$ cat config.mk
export PLATFORM = sky130hd
export DESIGN_NAME = lw_sram
export DESIGN_NICKNAME = d
export VERILOG_FILES = /design/src/rtl/lw_sram_pkg.sv /design/src/rtl/lw_sram_ctrl.sv /design/src/rtl/lw_sram_dp.sv /design/src/rtl/lw_sram.sv
export SDC_FILE = /design/constraint.sdc
export NUM_CORES = 1
export LEC_CHECK = 0
export ABC_AREA = 1
export BUFFER_PORTS_ARGS = -buffer_cell sky130_fd_sc_hd__buf_2
export CAP_MARGIN = 15
export CORE_ASPECT_RATIO = 1.75
export CORE_MARGIN = 2
export CORE_UTILIZATION = 55
export DETAILED_ROUTE_END_ITERATION = 16
export PLACE_DENSITY_LB_ADDON = 0.3
export SLEW_MARGIN = 20
export SYNTH_ARGS = -nofsm -noshare
export SYNTH_HDL_FRONTEND = slang
export SYNTH_HIERARCHICAL = 1
export SYNTH_SLANG_ARGS = --single-unit
export TNS_END_PERCENT = 30
$ cat constraint.sdc
create_clock -name clk -period 3.3 [get_ports clk]
set_input_delay 0.165 -clock clk [delete_from_list [all_inputs] [get_ports clk]]
set_output_delay 0.165 -clock clk [all_outputs]
set_load 0.1 [all_outputs]
$ cat src/rtl/lw_sram_pkg.sv
package lw_sram_pkg;
  // strobes from control to datapath for the operation in the execute stage
  typedef struct packed {
    logic rdFire;   // load output register from array/buffer
    logic wrFire;   // capture write data, retire previous buffer
  } strobe_t;
endpackage

$ cat src/rtl/lw_sram_ctrl.sv
module lw_sram_ctrl
  import lw_sram_pkg::*;
#(
  parameter int AW    = 4,
  parameter int LANES = 4
) (
  input  logic             clk,
  input  logic             rst_n,
  input  logic [AW-1:0]    addr,
  input  logic             selN,
  input  logic             wrN,
  input  logic [LANES-1:0] laneWrN,
  input  logic             sleep,
  output strobe_t          stb,
  output logic [AW-1:0]    opAddr,
  output logic [LANES-1:0] opMask,
  output logic             outValid
);
  logic             s1Rd, s1Wr;
  logic [AW-1:0]    s1Addr;
  logic [LANES-1:0] s1Mask;
  logic             take;
  logic             anyLane;

  assign take    = !sleep && !selN;
  assign anyLane = |(~laneWrN);

  always_ff @(posedge clk or negedge rst_n) begin
    if (!rst_n) begin
      s1Rd     <= 1'b0;
      s1Wr     <= 1'b0;
      s1Addr   <= '0;
      s1Mask   <= '0;
      outValid <= 1'b0;
    end else begin
      s1Rd     <= take && wrN;
      s1Wr     <= take && !wrN && anyLane;  // abort cycles never reach execute
      s1Addr   <= addr;
      s1Mask   <= ~laneWrN;
      outValid <= s1Rd;
    end
  end

  always_comb begin
    stb.rdFire = s1Rd;
    stb.wrFire = s1Wr && !sleep;  // data edge during sleep is ignored
  end

  assign opAddr = s1Addr;
  assign opMask = s1Mask;
endmodule

$ cat src/rtl/lw_sram_dp.sv
module lw_sram_dp
  import lw_sram_pkg::*;
#(
  parameter int AW    = 4,
  parameter int LANES = 4,
  parameter int LW    = 9
) (
  input  logic                clk,
  input  logic                rst_n,
  input  strobe_t             stb,
  input  logic [AW-1:0]       opAddr,
  input  logic [LANES-1:0]    opMask,
  input  logic [LANES*LW-1:0] dIn,
  output logic [LANES*LW-1:0] dOut
);
  localparam int DW    = LANES * LW;
  localparam int DEPTH = 1 << AW;

  logic [DW-1:0]    mem [DEPTH];
  logic             bufValid;
  logic [AW-1:0]    bufAddr;
  logic [LANES-1:0] bufMask;
  logic [DW-1:0]    bufData;
  logic [DW-1:0]    rdWord;
  logic [DW-1:0]    outQ;
  logic             hit;

  assign hit = bufValid && (bufAddr == opAddr);

  for (genvar i = 0; i < LANES; i++) begin : g_lane
    assign rdWord[i*LW +: LW] = (hit && bufMask[i]) ? bufData[i*LW +: LW]
                                                    : mem[opAddr][i*LW +: LW];
  end

  // retire pending buffer into the array when the next write executes
  always_ff @(posedge clk) begin
    if (stb.wrFire && bufValid) begin
      for (int i = 0; i < LANES; i++) begin
        if (bufMask[i]) mem[bufAddr][i*LW +: LW] <= bufData[i*LW +: LW];
      end
    end
  end

  always_ff @(posedge clk or negedge rst_n) begin
    if (!rst_n) begin
      bufValid <= 1'b0;
      bufAddr  <= '0;
      bufMask  <= '0;
      bufData  <= '0;
    end else if (stb.wrFire) begin
      bufValid <= 1'b1;
      bufAddr  <= opAddr;
      bufMask  <= opMask;
      bufData  <= dIn;
    end
  end

  always_ff @(posedge clk or negedge rst_n) begin
    if (!rst_n)          outQ <= '0;
    else if (stb.rdFire) outQ <= rdWord;
  end

  assign dOut = outQ;
endmodule

$ cat src/rtl/lw_sram.sv
module lw_sram
  import lw_sram_pkg::*;
#(
  parameter int AW    = 4,
  parameter int LANES = 4,
  parameter int LW    = 9
) (
  input  logic                clk,
  input  logic                rst_n,
  input  logic [AW-1:0]       addr,
  input  logic                selN,
  input  logic                wrN,
  input  logic [LANES-1:0]    laneWrN,
  input  logic [LANES*LW-1:0] dIn,
  input  logic                outEnN,
  input  logic                sleep,
  output logic [LANES*LW-1:0] dOut,
  output logic                dOe
);
  strobe_t          stb;
  logic [AW-1:0]    opAddr;
  logic [LANES-1:0] opMask;
  logic             outValid;

  lw_sram_ctrl #(.AW(AW), .LANES(LANES)) ctrl_i (
    .clk(clk), .rst_n(rst_n), .addr(addr), .selN(selN), .wrN(wrN),
    .laneWrN(laneWrN), .sleep(sleep), .stb(stb), .opAddr(opAddr),
    .opMask(opMask), .outValid(outValid)
  );

  lw_sram_dp #(.AW(AW), .LANES(LANES), .LW(LW)) dp_i (
    .clk(clk), .rst_n(rst_n), .stb(stb), .opAddr(opAddr), .opMask(opMask),
    .dIn(dIn), .dOut(dOut)
  );

  assign dOe = outValid && !outEnN && !sleep;
endmodule

==> metrics list <==
- Result of the run: completed
- Fraction of the mapped netlist area in compound gates: 0.7346%
* Crit Path Max Fanout: 58
* Sink Count: 668
* Area inside the core boundary: 51470 sq um
- In this design, the critical path's most frequently occurring cell is sky130_fd_sc_hd__nand3_1.
- Across all layers, the routed design uses 20460 vias.
* Antenna Diode Count: 0
* Fraction of the mapped netlist area in adder cells: 0%
* Clock Skews: 0.01793 ns
* H-tree depth: 2
- Data arrival at the endpoint of the critical path: 3.11 ns
- Wire length of the first global-routing pass: 112300 microns
* Global-route usage over all layers: 27.39%
* Post-CTS Setup Repair Bufs: 0
- The synthesized netlist devotes 0% of its cell area to XOR and XNOR gates.
- Across all hold checks on the routed design, the worst slack comes to 0.1381 ns.
- Synthesis inferred 668 register bits.
- IR analysis of the VDD net gives a maximum drop of 482.6 uV.
- Dividing the final minimum period by the clock period gives 79.73%.
- I/O pin total: 87
- Later-pin clock latency in the skew report: 0.60 ns
* First-pass DRT Iterations: 6
- # Max-Cap Violations: 0
- At the end of routability-driven placement, the weighted congestion stood at 0.8730.
- Cells with a size suffix above 1 make up 9.469% of the layout.
* Commonest non-fill, non-tap cells in the layout: 1091 x sky130_fd_sc_hd__nand2_1, 576 x sky130_fd_sc_hd__edfxtp_1, 401 x sky130_fd_sc_hd__nand3_1, 375 x sky130_fd_sc_hd__inv_1, 87 x sky130_fd_sc_hd__dfrtp_1
- Share of total power in sequential cells: 52.3%
- In this run switching power makes up 25.91% of total power.
* Syn nets: 2901
* Endpoint kind of the worst setup timing path: flip-flop
- Clock network fraction of total power: 37.7%
- Sort of element at the start of the critical path: flip-flop
* Maximum number of pins on one net before global-route repair: 177
- Minimum period implied by the final worst setup slack: 2.631 ns
* Synthesized area per cell: 10.04 sq um
- Transition time at the pin with the least slew margin: 1.151 ns
- The library cell used most frequently in the layout, excluding fill and tap cells, is sky130_fd_sc_hd__nand2_1.
* GR met2 Demand/Resource: 48.04%
* DP HPWL: 41560 microns
- The kind of cell with the highest combined delay along the critical path is buffers and inverters.
- In the global route stage, met1 resource usage came out at 33.41%.
- Hold Violations, Final: 0
- Post-CTS repair changed the size of 0 cells.
- Clock-pin slew on the worst setup and hold paths: 0.07 ns
- The slowest stage of the critical path belongs to the cell sky130_fd_sc_hd__buf_4.
- Data required, critical path: 3.78 ns
* Die height: 305.7 microns
- Total number of placement rows: 110
* TritonCTS clock tree: yes
- The cell area that synthesis handed to floorplanning was 28610 sq um.
- The number of buffers and inverters on the critical path is 2.
* Standby leakage power: 0.01419 uW
- Net load switching power: 5114 uW
- For this run the aggregate overflow at the end of global routing stands at 0.
* Post-synthesis to final-layout area growth: 13.87%
* Number of antenna violations at the first check in global routing: 0
* Setup Viol. Count Final: 0
- By area, the combinational part of the netlist is dominated by simple AND/OR/NAND/NOR gates.
- Summing the sequential cell areas from Yosys gives 68.49% of the chip area.
- Portion of netlist area occupied by mux cells: 0%
* Root Buffer: sky130_fd_sc_hd__clkbuf_16
* Via count of the first global-routing pass: 20390
* Yosys warns: 6
- Simple-gate share of the synthesized area: 23.39%
- Max-slew violation total from the final report: 0
* Routed Antenna Nets: 0
* Number of cells traversed by the worst register-to-register path: 9
- Register-to-register setup slack: 0.67 ns
* Net count reported at finish: 3032
- Avg Vias per Cell: 5.526
- Unique cell type count in the Yosys netlist: 18
- HP Class: in2async
* Total clock buffers created by CTS: 57
- Avg WL per Cell: 19.73 microns
- In the final timing run, aggregate negative setup slack is 0 ns.
- Internal power: 14620 uW
- Cells along the critical path: buf_4 -> buf_4 -> nand2_1 -> nand3_1 -> nand3_1 -> nand3_1 -> nand3_1 -> nand2_1 -> nand2_1
- Tracing the worst setup path back leads to its startpoint at ctrl_i/opAddr[0].
* Violation count after the first detailed-route iteration: 2265
- Setup repair after global routing left no endpoint under its margin.
* Power per unit of standard cell area: 605.7 nW/um^2
- Detailed Route WL: 73060 microns
- On the worst path, the slowest cell contributes a delay of 0.63 ns.
- Port bufs: 86
* Horizontal die dimension: 176.4 microns
- For this run, design rule violations remaining after detail routing come to 0.
* Worst flop-to-flop path endpoint: dp_i/dOut[15]
- Post-synthesis instance total: 2851
- The longest clock path from root to sink contains 3 buffers.
* Relative slew margins: 23.29%
- Based on the critical path, the design can be clocked at up to 0.3801 GHz.
- For this run, global-route usage on met3 was measured as 3.197%.
- Initial core utilization: 55.59%
* Global route hottest layer: met2
* R2r startpoint: ctrl_i/opAddr[0]
* Gate power share: 10.0%
- Die area: 53940 sq um
* Classification of the worst setup path: reg2reg
==> logic make-up after synthesis <==
family | after synthesis
flip-flops | 668
AO/OA/AOI/OAI | 42
buffers and inverters | 532
AND/OR/NAND/NOR | 1609
==> cells in the mapped netlist <==
library cell | number | area share [%]
sky130_fd_sc_hd__a21oi_1 | 1 | 0.017
sky130_fd_sc_hd__buf_1 | 28 | 0.37
sky130_fd_sc_hd__buf_2 | 72 | 1.3
sky130_fd_sc_hd__buf_4 | 7 | 0.18
sky130_fd_sc_hd__clkbuf_1 | 44 | 0.58
sky130_fd_sc_hd__clkinv_1 | 1 | 0.013
sky130_fd_sc_hd__dfrtp_1 | 92 | 8.0
sky130_fd_sc_hd__edfxtp_1 | 576 | 60
sky130_fd_sc_hd__inv_1 | 377 | 4.9
sky130_fd_sc_hd__inv_2 | 3 | 0.039
sky130_fd_sc_hd__nand2_1 | 1091 | 14
sky130_fd_sc_hd__nand3_1 | 401 | 7.0
sky130_fd_sc_hd__nand3_4 | 4 | 0.24
sky130_fd_sc_hd__nand4_1 | 36 | 0.79
sky130_fd_sc_hd__nor2_1 | 74 | 0.97
sky130_fd_sc_hd__nor2_2 | 2 | 0.044
sky130_fd_sc_hd__nor3_1 | 1 | 0.017
sky130_fd_sc_hd__o21ai_0 | 41 | 0.72
==> registers in the layout, indices dropped and copies added, names as in the netlist <==
register	count
ctrl_i/opAddr	4
ctrl_i/opMask	4
ctrl_i/outValid	1
ctrl_i/s1Rd	1
ctrl_i/s1Wr	1
dp_i/bufAddr	4
dp_i/bufData	36
dp_i/bufMask	4
dp_i/bufValid	1
dp_i/dOut	36
dp_i/mem	576
==> metrics by stage <==
| stage | total power, uW | area [sq um] | setup WS, ns | std cells | util [%] |
|---|---|---|---|---|---|
| floorplan | 11650 | 28610 | 1.419 | 2851 | - |
| global placement | 12350 | 29960 | 0.8457 | 3545 | 58.19 |
| detailed placement | 12410 | 29960 | 0.8186 | 3545 | 58.19 |
| CTS | 19790 | 32580 | 0.7420 | 3703 | 63.30 |
| global route | 20320 | 32580 | 0.5043 | 3703 | 63.30 |
| finish | 19740 | 32580 | 0.6688 | 3703 | 63.30 |
==> area by class of cell <==
type | instances | area, sq um
sequential | 668 | 19610
fill | 3929 | 18890
multi-input combinational | 1651 | 6915
clock buffer | 83 | 1730
timing repair buffer | 223 | 1649
inverter | 381 | 1440
tap | 672 | 840.8
clock inverter | 25 | 397.9
==> layer usage <==
layer,wire (microns),vias to the layer above
met3,5632,223
met2,37730,1003
met5,0,-
li1,-,9476
met1,26200,9761
met4,3490,0
==> worst register-to-register path: cells and delay by family (launching register included) <==
family,cells,cell delay [ns]
simple gates,7,0.79
flops,1,0.48
buf+inv,2,1.25
==> what timing repair did <==
item	4_1_cts	5_1_grt
hold buffers	50	0
endpoints found under the setup margin	0	0
hold endpoints to repair	94	0
==> power by group through the flow <==
| stage | registers, uW | logic, uW | clock network (uW) |
|---|---|---|---|
| 2_1_floorplan | 10800 | 812 | 0 |
| 4_1_cts | 10300 | 1970 | 7500 |
| 6_report | 10300 | 1980 | 7440 |
| 3_5_place_dp | 10500 | 1920 | 0 |
| 5_1_grt | 10400 | 2120 | 7820 |
| 3_3_place_gp | 10500 | 1890 | 0 |
==> worst max-delay path by stage <==
stage	to	slack (ns)	cells after the start
after floorplan	dp_i/mem[10][0]	1.42	6
after global placement	dp_i/dOut[15]	0.85	9
after detailed placement	dp_i/dOut[15]	0.82	9
after CTS	dp_i/dOut[15]	0.74	10
after global routing	dp_i/dOut[13]	0.50	9
final	dp_i/dOut[15]	0.67	9
No activity file was read; power rests on OpenSTA's default activity.
